`src/rtl/piso_pkg.sv`:
```
package piso_pkg;
    // Synchronized control pins, kept together through the synchronizer
    typedef struct packed {
        logic a;
        logic b;
        logic load_n;
        logic ser;
    } ctl_t;

    localparam int CTL_W = $bits(ctl_t);
    // After reset: strobes high (no edge pending), load idle, serial low
    localparam ctl_t CTL_IDLE = '{a: 1'b1, b: 1'b1, load_n: 1'b1, ser: 1'b0};
endpackage

```
`src/rtl/piso_sync.sv`:
```
module piso_sync #(
    parameter int W = 1,
    parameter int STAGES = 2,
    parameter logic [W-1:0] RST_VAL = '0
) (
    input  logic         clk,
    input  logic         rst,
    input  logic [W-1:0] din,
    output logic [W-1:0] dout
);
    logic [STAGES-1:0][W-1:0] chain_d, chain_q;

    always_comb begin
        chain_d[0] = din;
        for (int i = 1; i < STAGES; i++) begin
            chain_d[i] = chain_q[i-1];
        end
    end

    always_ff @(posedge clk) begin
        if (rst) begin
            for (int i = 0; i < STAGES; i++) chain_q[i] <= RST_VAL;
        end else begin
            chain_q <= chain_d;
        end
    end

    assign dout = chain_q[STAGES-1];
endmodule

```
`src/rtl/piso_edge.sv`:
```
module piso_edge (
    input  logic clk,
    input  logic rst,
    input  logic pin_a,
    input  logic pin_b,
    output logic fire,
    output logic odd_q
);
    typedef struct packed {
        logic eff_prev;
        logic odd;
    } edge_st_t;

    edge_st_t st_d, st_q;
    logic eff;

    always_comb begin
        eff       = pin_a | pin_b;
        fire      = eff & ~st_q.eff_prev;
        st_d      = st_q;
        st_d.eff_prev = eff;
        st_d.odd  = fire & ~pin_a;
    end

    always_ff @(posedge clk) begin
        if (rst) begin
            st_q.eff_prev <= 1'b1;
            st_q.odd      <= 1'b0;
        end else begin
            st_q <= st_d;
        end
    end

    assign odd_q = st_q.odd;
endmodule

```
`src/rtl/piso_stages.sv`:
```
module piso_stages #(
    parameter int W = 8
) (
    input  logic         clk,
    input  logic         rst,
    input  logic         load_n,
    input  logic         shift,
    input  logic         ser,
    input  logic [W-1:0] par,
    output logic [W-1:0] q
);
    logic [W-1:0] stage_d, stage_q;

    always_comb begin
        stage_d = stage_q;
        if (!load_n) begin
            stage_d = par;
        end else if (shift) begin
            stage_d = {stage_q[W-2:0], ser};
        end
    end

    always_ff @(posedge clk) begin
        if (rst) stage_q <= '0;
        else     stage_q <= stage_d;
    end

    assign q = stage_q;
endmodule

```
`src/rtl/piso_shifter.sv`:
```
module piso_shifter #(
    parameter int W = 8,
    parameter int SYNC_STAGES = 2
) (
    input  logic         clk,
    input  logic         rst,
    input  logic         cp_a,
    input  logic         cp_b,
    input  logic         load_n,
    input  logic         ser_in,
    input  logic [W-1:0] par_in,
    output logic         ser_out,
    output logic         ser_out_n,
    output logic         odd_edge
);
    import piso_pkg::*;

    ctl_t         ctl_raw, ctl_s;
    logic [W-1:0] par_s;
    logic         s_a, s_b, s_load_n, s_ser;
    logic         shift_fire;
    logic [W-1:0] stage_q;

    assign ctl_raw = '{a: cp_a, b: cp_b, load_n: load_n, ser: ser_in};

    piso_sync #(.W(CTL_W), .STAGES(SYNC_STAGES), .RST_VAL(CTL_IDLE)) ctl_sync_i (
        .clk(clk), .rst(rst), .din(ctl_raw), .dout(ctl_s)
    );

    piso_sync #(.W(W), .STAGES(SYNC_STAGES), .RST_VAL('0)) par_sync_i (
        .clk(clk), .rst(rst), .din(par_in), .dout(par_s)
    );

    assign s_a      = ctl_s.a;
    assign s_b      = ctl_s.b;
    assign s_load_n = ctl_s.load_n;
    assign s_ser    = ctl_s.ser;

    piso_edge edge_i (
        .clk(clk), .rst(rst), .pin_a(s_a), .pin_b(s_b),
        .fire(shift_fire), .odd_q(odd_edge)
    );

    piso_stages #(.W(W)) stages_i (
        .clk(clk), .rst(rst), .load_n(s_load_n), .shift(shift_fire),
        .ser(s_ser), .par(par_s), .q(stage_q)
    );

    assign ser_out   = stage_q[W-1];
    assign ser_out_n = ~stage_q[W-1];
endmodule

```
`config.mk`:
```
export PLATFORM = sky130hd
export DESIGN_NAME = piso_shifter
export DESIGN_NICKNAME = d
export VERILOG_FILES = /design/src/rtl/piso_pkg.sv /design/src/rtl/piso_sync.sv /design/src/rtl/piso_edge.sv /design/src/rtl/piso_stages.sv /design/src/rtl/piso_shifter.sv
export SDC_FILE = /design/constraint.sdc
export NUM_CORES = 1
export LEC_CHECK = 0
export ABC_CLOCK_PERIOD_IN_PS = 1380
export BUFFER_PORTS_ARGS = -buffer_cell sky130_fd_sc_hd__buf_2
export CORE_AREA = 5 5 52 54
export DETAILED_ROUTE_END_ITERATION = 10
export DIE_AREA = 0 0 57 59
export GPL_ROUTABILITY_DRIVEN = 0
export PLACE_DENSITY = 0.71
export SYNTH_ARGS = -nofsm -noshare
export SYNTH_HDL_FRONTEND = slang
export SYNTH_SLANG_ARGS = --single-unit
```
`constraint.sdc`:
```
create_clock -name clk -period 1.38 [get_ports clk]
set_input_delay 0.414 -clock clk [delete_from_list [all_inputs] [get_ports clk]]
set_output_delay 0.414 -clock clk [all_outputs]
set_load 0.005 [all_outputs]
```
[Yosys cells after proc, flatten, opt, wreduce, memory -nomap -nowiden]
Index checks and enable logic that the tools add are counted.
Storage, ports and cells
  flip-flop bits (word level): 34
  bits of input ports: 14
  output and inout bits: 3
  logic and storage cells: 16
Cells by class
  equal/unequal tests: 1
  mux-type cells: 2
  bitwise gates (word level): 6
Operators by type and width (count)
  $mux W8: 2
  $not A1 Y1: 3
  $and A1 B1 Y1: 2
  $ne A2 B1 Y1 const B: 1
  $or A1 B1 Y1: 1

[Longest topological paths before layout]
Gate-level depths: netlist of the first run.
  depth after elaboration: 4
  mapped depth: 4

[Hierarchy]
Synthesis of the first run repeated with hierarchy kept, for this count alone.
Unflattened totals
  cell total of the unflattened synthesis: 91
  area, all modules: 1112.3 µm²
Modules (own cells, without submodules)
  piso_sync (par_sync_i): times used 1, cells an instance 33, area an instance 464.2 µm², seq. area each 320.3 µm²
  piso_stages: times used 1, cells an instance 36, area an instance 369.1 µm², seq. area each 160.2 µm²
  piso_sync (ctl_sync_i): times used 1, cells an instance 16, area an instance 210.2 µm², seq. area each 160.2 µm²
  piso_edge: times used 1, cells an instance 5, area an instance 65.1 µm², seq. area each 40.0 µm²
  piso_shifter: times used 1, cells an instance 1, area an instance 3.8 µm², seq. area each 0.0 µm²

[Worst setup path after synthesis of the first run]
No wires, ideal clock.
  kind: in2reg
  from: in rst
  to: reg ctl_sync_i.chain_q, in the netlist ctl_sync_i.chain_d[5]
  setup time: 0.123 ns
  data arrival time: 0.855 ns
  data required time: 1.257 ns
  slack: 0.402 ns
  cell stages on the path: 2
  buffers on the path: 1
  path through: clkbuf_1 or2_2
RTL lines
  start: declaration: line piso_shifter.sv:6  | input logic rst,
  end signal: assignment: line piso_sync.sv:24  | chain_q <= chain_d;
  end: declaration: line piso_sync.sv:11  | logic [STAGES-1:0][W-1:0] chain_d, chain_q;
No word-level cell between the ends.

[Worst setup path in the final report of the first run]
  from: reg stages_i.stage_q[7] (netlist: stages_i.q[7])
  to: out ser_out_n
On the way
  longest elaborated chain between the ends: 1
RTL lines
  start: declaration: line piso_stages.sv:12  | logic [W-1:0] stage_d, stage_q;
  start signal: assignment: line piso_stages.sv:25  | else stage_q <= stage_d;
  $not A1 Y1: line piso_shifter.sv:50  | assign ser_out_n = ~stage_q[W-1];
  end: declaration: line piso_shifter.sv:13  | output logic ser_out_n,
No other way between the ends.

==> results of run 1 <==
==> worst max-delay path, delay by kind of cell, from the launching register on <==
family	cells	cell delay, ns
flops	1	0.37
buf+inv	2	0.16
==> layout by cell type, fill, tap and decap left out <==
master and instances:
dfxtp_1 34, nor2b_1 18, nand2_1 16, buf_2 16
nor2_1 8, a311oi_1 8, or2_2 6, clkbuf_4 5
inv_1 1, o21bai_2 1, o21ba_2 1, nor4b_1 1
or3_1 1, clkinvlp_4 1, clkinv_2 1, clkbuf_8 1
==> power by group <==
group | internal [mW] | switching (mW)
registers | 1.03 | 0.0183
clock network | 0.245 | 0.317
logic | 0.0423 | 0.0307
total | 1.31 | 0.366
==> area by class of cell <==
type | count | area (um2)
fill | 207 | 960
sequential | 34 | 681
multi-input combinational | 60 | 347
timing repair buffer | 16 | 80.1
clock buffer | 6 | 51.3
tap | 28 | 35.0
clock inverter | 2 | 12.5
inverter | 1 | 3.75
==> final timing paths <==
| check | slack (ns) | endpoint |
|---|---|---|
| worst max register to register | 0.28 | stages_i.q[4]$_SDFFE_PP0P_ |
| worst min-delay path | 0.26 | ctl_sync_i.chain_d[6]$_SDFF_PP1_ |
| worst max-delay path | 0.11 | ser_out_n |
| worst min register to register | 0.41 | ctl_sync_i.dout[3]$_SDFF_PP1_ |
==> registers in the layout (all words and copies together) (netlist names) <==
| signal | cells |
|---|---|
| ctl_sync_i.dout | 4 |
| edge_i.st_q | 1 |
| par_sync_i.dout | 8 |
| par_sync_i.chain_d | 8 |
| edge_i.odd_q | 1 |
| ctl_sync_i.chain_d | 4 |
| stages_i.q | 8 |
==> logic make-up (layout without fill, tap and decap cells) <==
logic type,after synthesis,in the layout,synth area share
flops,34,34,0.639
buf+inv,7,25,0.0352
simple gates,50,50,0.240
compound gates,10,10,0.0858
==> through the flow <==
stage | worst slack [ns] | instance area (um2) | cells | power [mW]
final | 0.115 | 1210 | 147 | 1.68
after global routing | 0.0250 | 1210 | 147 | 1.76
after CTS | 0.0997 | 1210 | 147 | 1.70
after detailed placement | 0.203 | 1150 | 139 | 1.14
after global placement | 0.214 | 1150 | 139 | 1.14
after floorplan | 0.402 | 1060 | 101 | 1.11
==> routing by layer <==
| layer | up-vias | share of wire | routed length [um] |
|---|---|---|---|
| li1 | 359 | - | - |
| met1 | 283 | 0.43 | 604 |
| met2 | 27 | 0.42 | 591 |
| met3 | 5 | 0.098 | 137 |
| met4 | 0 | 0.041 | 57 |
| met5 | - | 0 | 0 |
==> summary.txt, run 1 <==
Finish
  • Antenna fix cells: 0
  • Fraction of layout instances using a drive strength above 1: 0.269
  • # nets final: 132
  • Synth-to-Final Area Change: 13.6%
  • Final Util: 0.558

Timing
  • Final setup fails: 0
  • Period minus WS final: 1.27 ns
  • RSZ-0062 raised after global routing: no
  • Slew headroom: 0.663
  • Setup TNS: 0 ns
  • Max Clk Rate: 790 MHz
  • Min Hold Slack: 0.265 ns
  • Max Transition Viols Final: 0
  • Part of the cycle the worst path needs: 0.917
  • Final Hold Viols: 0
  • Slew of the pin with the lowest slew margin: 0.505 ns
  • Setup skew after layout: 0.00891 ns

Min path
  • Hold depth: 2
  • Worst hold path type: in2reg
  • Hold path startpoint: cp_b

Global routing
  • GRT busiest layer: met2
  • Initial antenna violation count: 0
  • Gr usage total: 0.105
  • Largest net degree at the start of global routing: 35
  • First-pass GRT wire length: 2.52 mm
  • Met1 Usage GRT: 0.108
  • Met3 Use GR: 0.0654
  • Met2 usage: 0.148
  • Overflow after GRT: 0
  • Vias in the first global route: 629

Floorplan
  • Die width: 57 um
  • Initial Utilization: 0.491
  • Die area: 3360 um2
  • Rows: 17
  • Die Ht: 59 um
  • Core Footprint: 2170 um2
  • I/O pins: 17

Yosys
  • Count leader, synth: dfxtp_1
  • Ys async rst share: 0
  • Synth Instances: 101
  • Synth area leader: dfxtp_1
  • Synthesized area: 1060 um2
  • Sequential-to-total area share from yosys stat: 0.639
  • Area contributors post-synth: dfxtp_1, nor2b_1, a311oi_1, nand2_1, or2_2
  • Ys flop type: dfxtp_1
  • Synth top cells by count: dfxtp_1, nor2b_1, nand2_1
  • Syn Area/Cell: 10.5 um2
  • Flop and latch count out of synthesis: 34
  • Synth Warn #: 0
  • Number of synthesized flops with an enable pin: 0
  • Yosys top cell area share: 0.639
  • Syn_nets: 115
  • Distinct cells, synth: 15

Clocking
  • CTS tree: done
  • H-tree Lvls: 2
  • Root buffer cell: clkbuf_4
  • Cts repair resizes: 0
  • Sink Count: 34
  • # hold bufs at CTS: 0
  • CTS max path bufs: 2
  • Worst-skew pair later-pin latency: 0.32 ns
  • Cts bufs inserted: 5
  • Setup bufs post-CTS: 0
  • Clock Pin Slew Worst Setup and Hold Paths: 0.11 ns

Worst setup path
  • Crit-path max cell delay: 0.37 ns
  • R2R cell count: 3
  • Setup CP Type: reg2out
  • CP required: 0.97 ns
  • Critical Path AT: 0.85 ns
  • Critical Path Fanout Max: 3
  • Critical path capture point type: output pin
  • Setup crit start: stages_i.q[7]$_SDFFE_PP0P_
  • Cells along the critical path: inv_1 > buf_2
  • Worst r2r src: ctl_sync_i.dout[2]$_SDFF_PP1_
  • Worst Setup Start Kind: flip-flop
  • CP max-delay cell: dfxtp_1

Routing
  • Initial DRC Count: 10
  • ANT nets after route: 0
  • DRC: 0
  • Wirelength, routed: 1.39 mm
  • Vias per inst: 4.59
  • Wire length per cell: 9.46 um
  • Total iterations of the first detailed-routing run: 4
  • Via Count: 674

Run status
  • Outcome: finished, final reports clean

Power
  • Leakage: 0.476 nW
  • Power density over cell area: 1390 nW/um2
  • Worst vdd ir: 796 uV

Placement
  • Post-DP HPWL: 943 um
  • I/O Buffers: 16

Flow run
  • Max cap viols: 0
No activity file was read; power rests on OpenSTA's default activity.
==> run 2: changes to the inputs <==
ABC_CLOCK_PERIOD_IN_PS = unset   (was 1380)
SLEW_MARGIN = 20   (was unset)
clock period = 1.62 ns   (was 1.38 ns; I/O delays follow)
==> run 2 against run 1 <==
Sequential share of layout area stayed put. First-iteration DRC count fell by 10%. Via count shrank 1.6%. Count of clock-buffer cells in the layout unchanged. Cell count did not move. Sequential power down 15%. Sequential cell count stayed put. Largest cell class unchanged. Highest routed layer unchanged.
==> summary.txt, run 2 (synthesis results as in run 1) <==
Clocking
  • H-tree Lvls: 2
  • Root buffer cell: clkbuf_4
  • Sink Count: 34
  • Setup bufs post-CTS: 0
  • Cts bufs inserted: 5
  • Clock Pin Slew Worst Setup and Hold Paths: 0.10 ns
  • Worst-skew pair later-pin latency: 0.33 ns
  • Cts repair resizes: 0
  • CTS tree: done
  • # hold bufs at CTS: 0
  • CTS max path bufs: 2

Power
  • Power density over cell area: 1180 nW/um2
  • Final Power: 1.43 mW
  • Internal Power: 1.12 mW
  • Seq pwr share: 0.622
  • Switching portion of total power: 0.218
  • Clk network pwr share: 0.335
  • Worst vdd ir: 710 uV
  • NetSw: 311 uW
  • Comb pwr share: 0.043
  • Leakage: 0.476 nW

Global routing
  • Vias in the first global route: 601
  • Largest net degree at the start of global routing: 35
  • First-pass GRT wire length: 2.45 mm
  • Initial antenna violation count: 0
  • Overflow after GRT: 0
  • Gr usage total: 0.100

Routing
  • ANT nets after route: 0
  • Wirelength, routed: 1.37 mm
  • Initial DRC Count: 9
  • Via Count: 663
  • DRC: 0
  • Total iterations of the first detailed-routing run: 4
  • Wire length per cell: 9.32 um
  • Vias per inst: 4.51

Floorplan
  • Rows: 17
  • I/O pins: 17
  • Die width: 57 um
  • Core Footprint: 2170 um2
  • Initial Utilization: 0.491
  • Die area: 3360 um2
  • Die Ht: 59 um

Timing
  • Final Hold Viols: 0
  • Setup ws final: 0.284 ns
  • Final setup fails: 0
  • Max Transition Viols Final: 0
  • Slew headroom: 0.664
  • Period minus WS final: 1.34 ns
  • RSZ-0062 raised after global routing: no
  • Slew of the pin with the lowest slew margin: 0.505 ns
  • Setup skew after layout: 0.0100 ns
  • Setup TNS: 0 ns
  • Part of the cycle the worst path needs: 0.825
  • Max Clk Rate: 748 MHz

Run status
  • Outcome: finished, final reports clean

Worst setup path
  • Worst Setup Start Kind: flip-flop
  • Critical path capture point type: output pin
  • Flop2flop setup slack: 0.52 ns
  • Critical Path Fanout Max: 3
  • Critical Path AT: 0.85 ns
  • Setup CP Type: reg2out
  • CP required: 1.13 ns

Finish
  • Synth-to-Final Area Change: 13.6%
  • Most frequent cells in the layout: dfxtp_1, nor2b_1, nand2_1, buf_2
  • Post-Layout Cell Count: 147
  • Most common cell after layout, fill and taps aside: dfxtp_1
  • Final Util: 0.558
  • # nets final: 132
  • Antenna fix cells: 0
  • Fraction of layout instances using a drive strength above 1: 0.269

Placement
  • Post-DP HPWL: 906 um
  • I/O Buffers: 16
  • Setup WS pre-CTS: 0.370 ns
  • Placed cell count: 139

Flow run
  • Max cap viols: 0

Min path
  • Worst hold path type: in2reg
## run 2: cell counts in the layout (fill, tap and decap cells not counted)
No cell type changed its count.
## run 2: area by class of cell
class | count | area, um2
Tap cell | 28 | 35.0
Fill cell | 212 | 960
Multi-Input combinational cell | 60 | 347
Clock inverter | 2 | 12.5
Inverter | 1 | 3.75
Timing Repair Buffer | 16 | 80.1
Clock buffer | 6 | 51.3
Sequential cell | 34 | 681
## run 2: worst paths after layout
kind / to / depth (start not counted) / startpoint
hold / removal: ctl_sync_i.chain_d[6]$_SDFF_PP1_ / 2 / cp_b
hold reg to reg: ctl_sync_i.dout[3]$_SDFF_PP1_ / 1 / ctl_sync_i.chain_d[7]$_SDFF_PP1_
setup reg to reg: stages_i.q[4]$_SDFFE_PP0P_ / 3 / ctl_sync_i.dout[2]$_SDFF_PP1_
setup / recovery: ser_out_n / 2 / stages_i.q[7]$_SDFFE_PP0P_
## run 2: routing by layer
layer  part of all wire  wire (um)  vias to the layer above  global-route usage
met4              0.034         46                        0              0.0695
met3               0.10        140                        6              0.0697
met5                  0          0                        -                   0
met1               0.44        608                      276               0.114
met2               0.42        575                       22               0.132
li1                   -          -                      359                   -
## run 2: power groups by stage
| stage | logic (mW) | registers, mW | clock network [mW] |
|---|---|---|---|
| 2_1_floorplan | 0.0464 | 0.902 | 0 |
| 3_3_place_gp | 0.0607 | 0.907 | 0 |
| 3_5_place_dp | 0.0634 | 0.908 | 0 |
| 5_1_grt | 0.0726 | 0.893 | 0.533 |
| 4_1_cts | 0.0635 | 0.889 | 0.493 |
| 6_report | 0.0621 | 0.888 | 0.479 |
## run 2: metrics by stage
| step | hold slack, ns | cell area (um2) |
|---|---|---|
| after floorplan | 0.389 | 1060 |
| after global placement | 0.392 | 1150 |
| after detailed placement | 0.397 | 1150 |
| after CTS | 0.321 | 1210 |
| after global routing | 0.310 | 1210 |
| final | 0.332 | 1210 |
## run 2: worst max-delay path, stage by stage (launching register included)
cell and delay, ns:
dfxtp_1 0.36, inv_1 0.04, buf_2 0.11
==> run 3: changes to the inputs <==
ABC_AREA = 1   (was unset)
CORE_AREA = 5 5 56 58   (was 5 5 52 54)
DIE_AREA = 0 0 61 63   (was 0 0 57 59)
PLACE_DENSITY = 0.69   (was 0.71)
clock period = 1.1 ns   (was 1.62 ns; I/O delays follow)
==> run 3 against run 2 <==
The flow now finishes with violations (negative setup slack). Combinational power grew to 2.6 times the previous value. First-iteration DRC count increased by 22%. Clock power grew 45%. Critical path type unchanged.
==> summary.txt, run 3 <==
Worst setup path
  • Setup CP Type: reg2out
  • Critical path capture point type: output pin
  • Cells along the critical path: inv_2 > buf_6
  • Critical Path AT: 0.80 ns
  • Worst Setup Start Kind: flip-flop
  • Critical Path Fanout Max: 2
  • CP max-delay cell: dfxtp_2
  • CP required: 0.77 ns
  • Crit-path max cell delay: 0.34 ns

Floorplan
  • Initial Utilization: 0.453
  • Rows: 19
  • Core Footprint: 2620 um2
  • Die area: 3840 um2
  • I/O pins: 17
  • Die width: 61 um
  • Die Ht: 63 um

Run status
  • Outcome: complete, but fails checks
  • Failing checks: negative setup slack

Clocking
  • Cts bufs inserted: 5
  • CTS tree: done
  • Root buffer cell: clkbuf_4
  • Sink Count: 34
  • Worst-skew pair later-pin latency: 0.34 ns
  • Clock Pin Slew Worst Setup and Hold Paths: 0.09 ns
  • # hold bufs at CTS: 0
  • H-tree Lvls: 2
  • CTS max path bufs: 2

Finish
  • Most common cell after layout, fill and taps aside: nor2_1
  • Synth-to-Final Area Change: 17.5%
  • Most frequent cells in the layout: nor2_1, nand2_1, dfxtp_1
  • Antenna fix cells: 0
  • # nets final: 185
  • Seq. cell area: 683 um2
  • Post-Layout Cell Count: 203
  • Fraction of layout instances using a drive strength above 1: 0.267
  • Final Util: 0.532
  • Final instance area: 1390 um2
  • Multi-input logic area: 383 um2
  • Fillers: 257

Timing
  • Setup skew after layout: 0.0107 ns
  • Slew headroom: 0.852
  • Setup ws final: -0.0344 ns
  • Period minus WS final: 1.13 ns
  • Slew of the pin with the lowest slew margin: 0.221 ns
  • Max Transition Viols Final: 0
  • Max Clk Rate: 882 MHz
  • Final setup fails: 2
  • Final Hold Viols: 0
  • Part of the cycle the worst path needs: 1.03
  • RSZ-0062 raised after global routing: yes

Placement
  • Placed cell count: 192
  • I/O Buffers: 16
  • Post-placement cell area: 1290 um2
  • Post-DP HPWL: 1.14 mm

Yosys
  • Synthesized area: 1180 um2
  • Flop and latch count out of synthesis: 34
  • Ys flop type: dfxtp_1
  • Synth Warn #: 0
  • Number of synthesized flops with an enable pin: 0
  • Distinct cells, synth: 17
  • Area contributors post-synth: dfxtp_1, nor2_1, nand2_1, inv_1, or2_2
  • Synth area leader: dfxtp_1
  • Sequential-to-total area share from yosys stat: 0.575
  • Synth Instances: 146
  • Synth top cells by count: dfxtp_1, nor2_1, nand2_1
  • Syn_nets: 160
  • Ys async rst share: 0
  • Syn Area/Cell: 8.11 um2
  • Yosys top cell area share: 0.575

Global routing
  • Largest net degree at the start of global routing: 19
  • Gr usage total: 0.103
  • Initial antenna violation count: 0
  • Vias in the first global route: 695
  • First-pass GRT wire length: 2.80 mm
  • Overflow after GRT: 0

Routing
  • DRC: 0
  • Via Count: 829
  • ANT nets after route: 0
  • Total iterations of the first detailed-routing run: 4
  • Initial DRC Count: 11
  • Wire length per cell: 7.85 um
  • Wirelength, routed: 1.59 mm
  • Vias per inst: 4.08

Min path
  • Worst hold path type: in2reg

Power
  • Power density over cell area: 1560 nW/um2
  • Leakage: 0.677 nW
  • Worst vdd ir: 1020 uV

Flow run
  • Max cap viols: 0
## run 3: cell count changes after synthesis, moves of 2 or more
cell and change:
nor2_1 +26, inv_1 +19, nor2b_1 -18, nand2_1 +17
a311oi_1 -8, and2_1 +4, and2_4 +3, clkbuf_1 -2
## run 3: worst paths after layout
check / startpoint / endpoint / slack [ns] / depth (start not counted)
max: stages_i.q[7]$_SDFFE_PP0P_ / ser_out_n / -0.03 / 2
min: cp_a / ctl_sync_i.chain_d[7]$_SDFF_PP1_ / 0.18 / 2
max reg2reg: stages_i.q[7]$_SDFFE_PP0P_ / stages_i.q[7]$_SDFFE_PP0P_ / 0.12 / 7
min reg2reg: par_sync_i.chain_d[12]$_SDFF_PP0_ / par_sync_i.dout[4]$_SDFF_PP0_ / 0.39 / 2
## run 3: layer usage
layer / up-vias / track usage / wire length, um / part of all wire
li1: 467 / - / - / -
met1: 334 / 0.114 / 689 / 0.43
met2: 21 / 0.140 / 727 / 0.46
met3: 7 / 0.0682 / 122 / 0.077
met4: 0 / 0.0650 / 54 / 0.034
met5: - / 0 / 0 / 0
## run 3: cell families (layout without fill, tap and decap cells)
logic type,Yosys count,after routing,synth area share
AND/OR/NAND/NOR,83,83,0.301
AO/OA/AOI/OAI,2,2,0.0180
buffers and inverters,27,53,0.106
flip-flops,34,34,0.575
## run 3: stage by stage
step / hold slack (ns) / TNS (ns) / setup slack [ns] / power [mW]
2_1_floorplan: 0.386 / 0 / 0.143 / 1.45
3_3_place_gp: 0.387 / 0 / 0.151 / 1.48
3_5_place_dp: 0.392 / 0 / 0.115 / 1.49
4_1_cts: 0.163 / -0.0642 / -0.0470 / 2.20
5_1_grt: 0.152 / -0.138 / -0.0808 / 2.29
6_report: 0.177 / -0.0380 / -0.0344 / 2.17
## run 3: what timing repair did
item,4_1_cts,5_1_grt
endpoints found under the setup margin,2,9
resized for setup,3,2
pin swaps,0,3
buffers inserted,4,0
endpoints found under the hold margin,0,0
## run 3: area by class of cell
type	instances	share of cell area
Sequential cell	34	0.491
Tap cell	31	0.0279
Clock inverter	1	0.00360
Inverter	22	0.0629
Timing Repair Buffer	23	0.0998
Clock buffer	7	0.0396
Multi-Input combinational cell	85	0.275
## run 3: where the power goes
part           total [mW]  internal [mW]  switching, mW  leakage (nW)
logic               0.164         0.0849         0.0787         0.361
registers            1.31           1.29         0.0218         0.280
clock network       0.695          0.309          0.386        0.0353
## run 3: critical path: cells and delay by family (launching register included)
| kind | cells | cell delay [ns] |
|---|---|---|
| flip-flops | 1 | 0.34 |
| buffers and inverters | 2 | 0.14 |
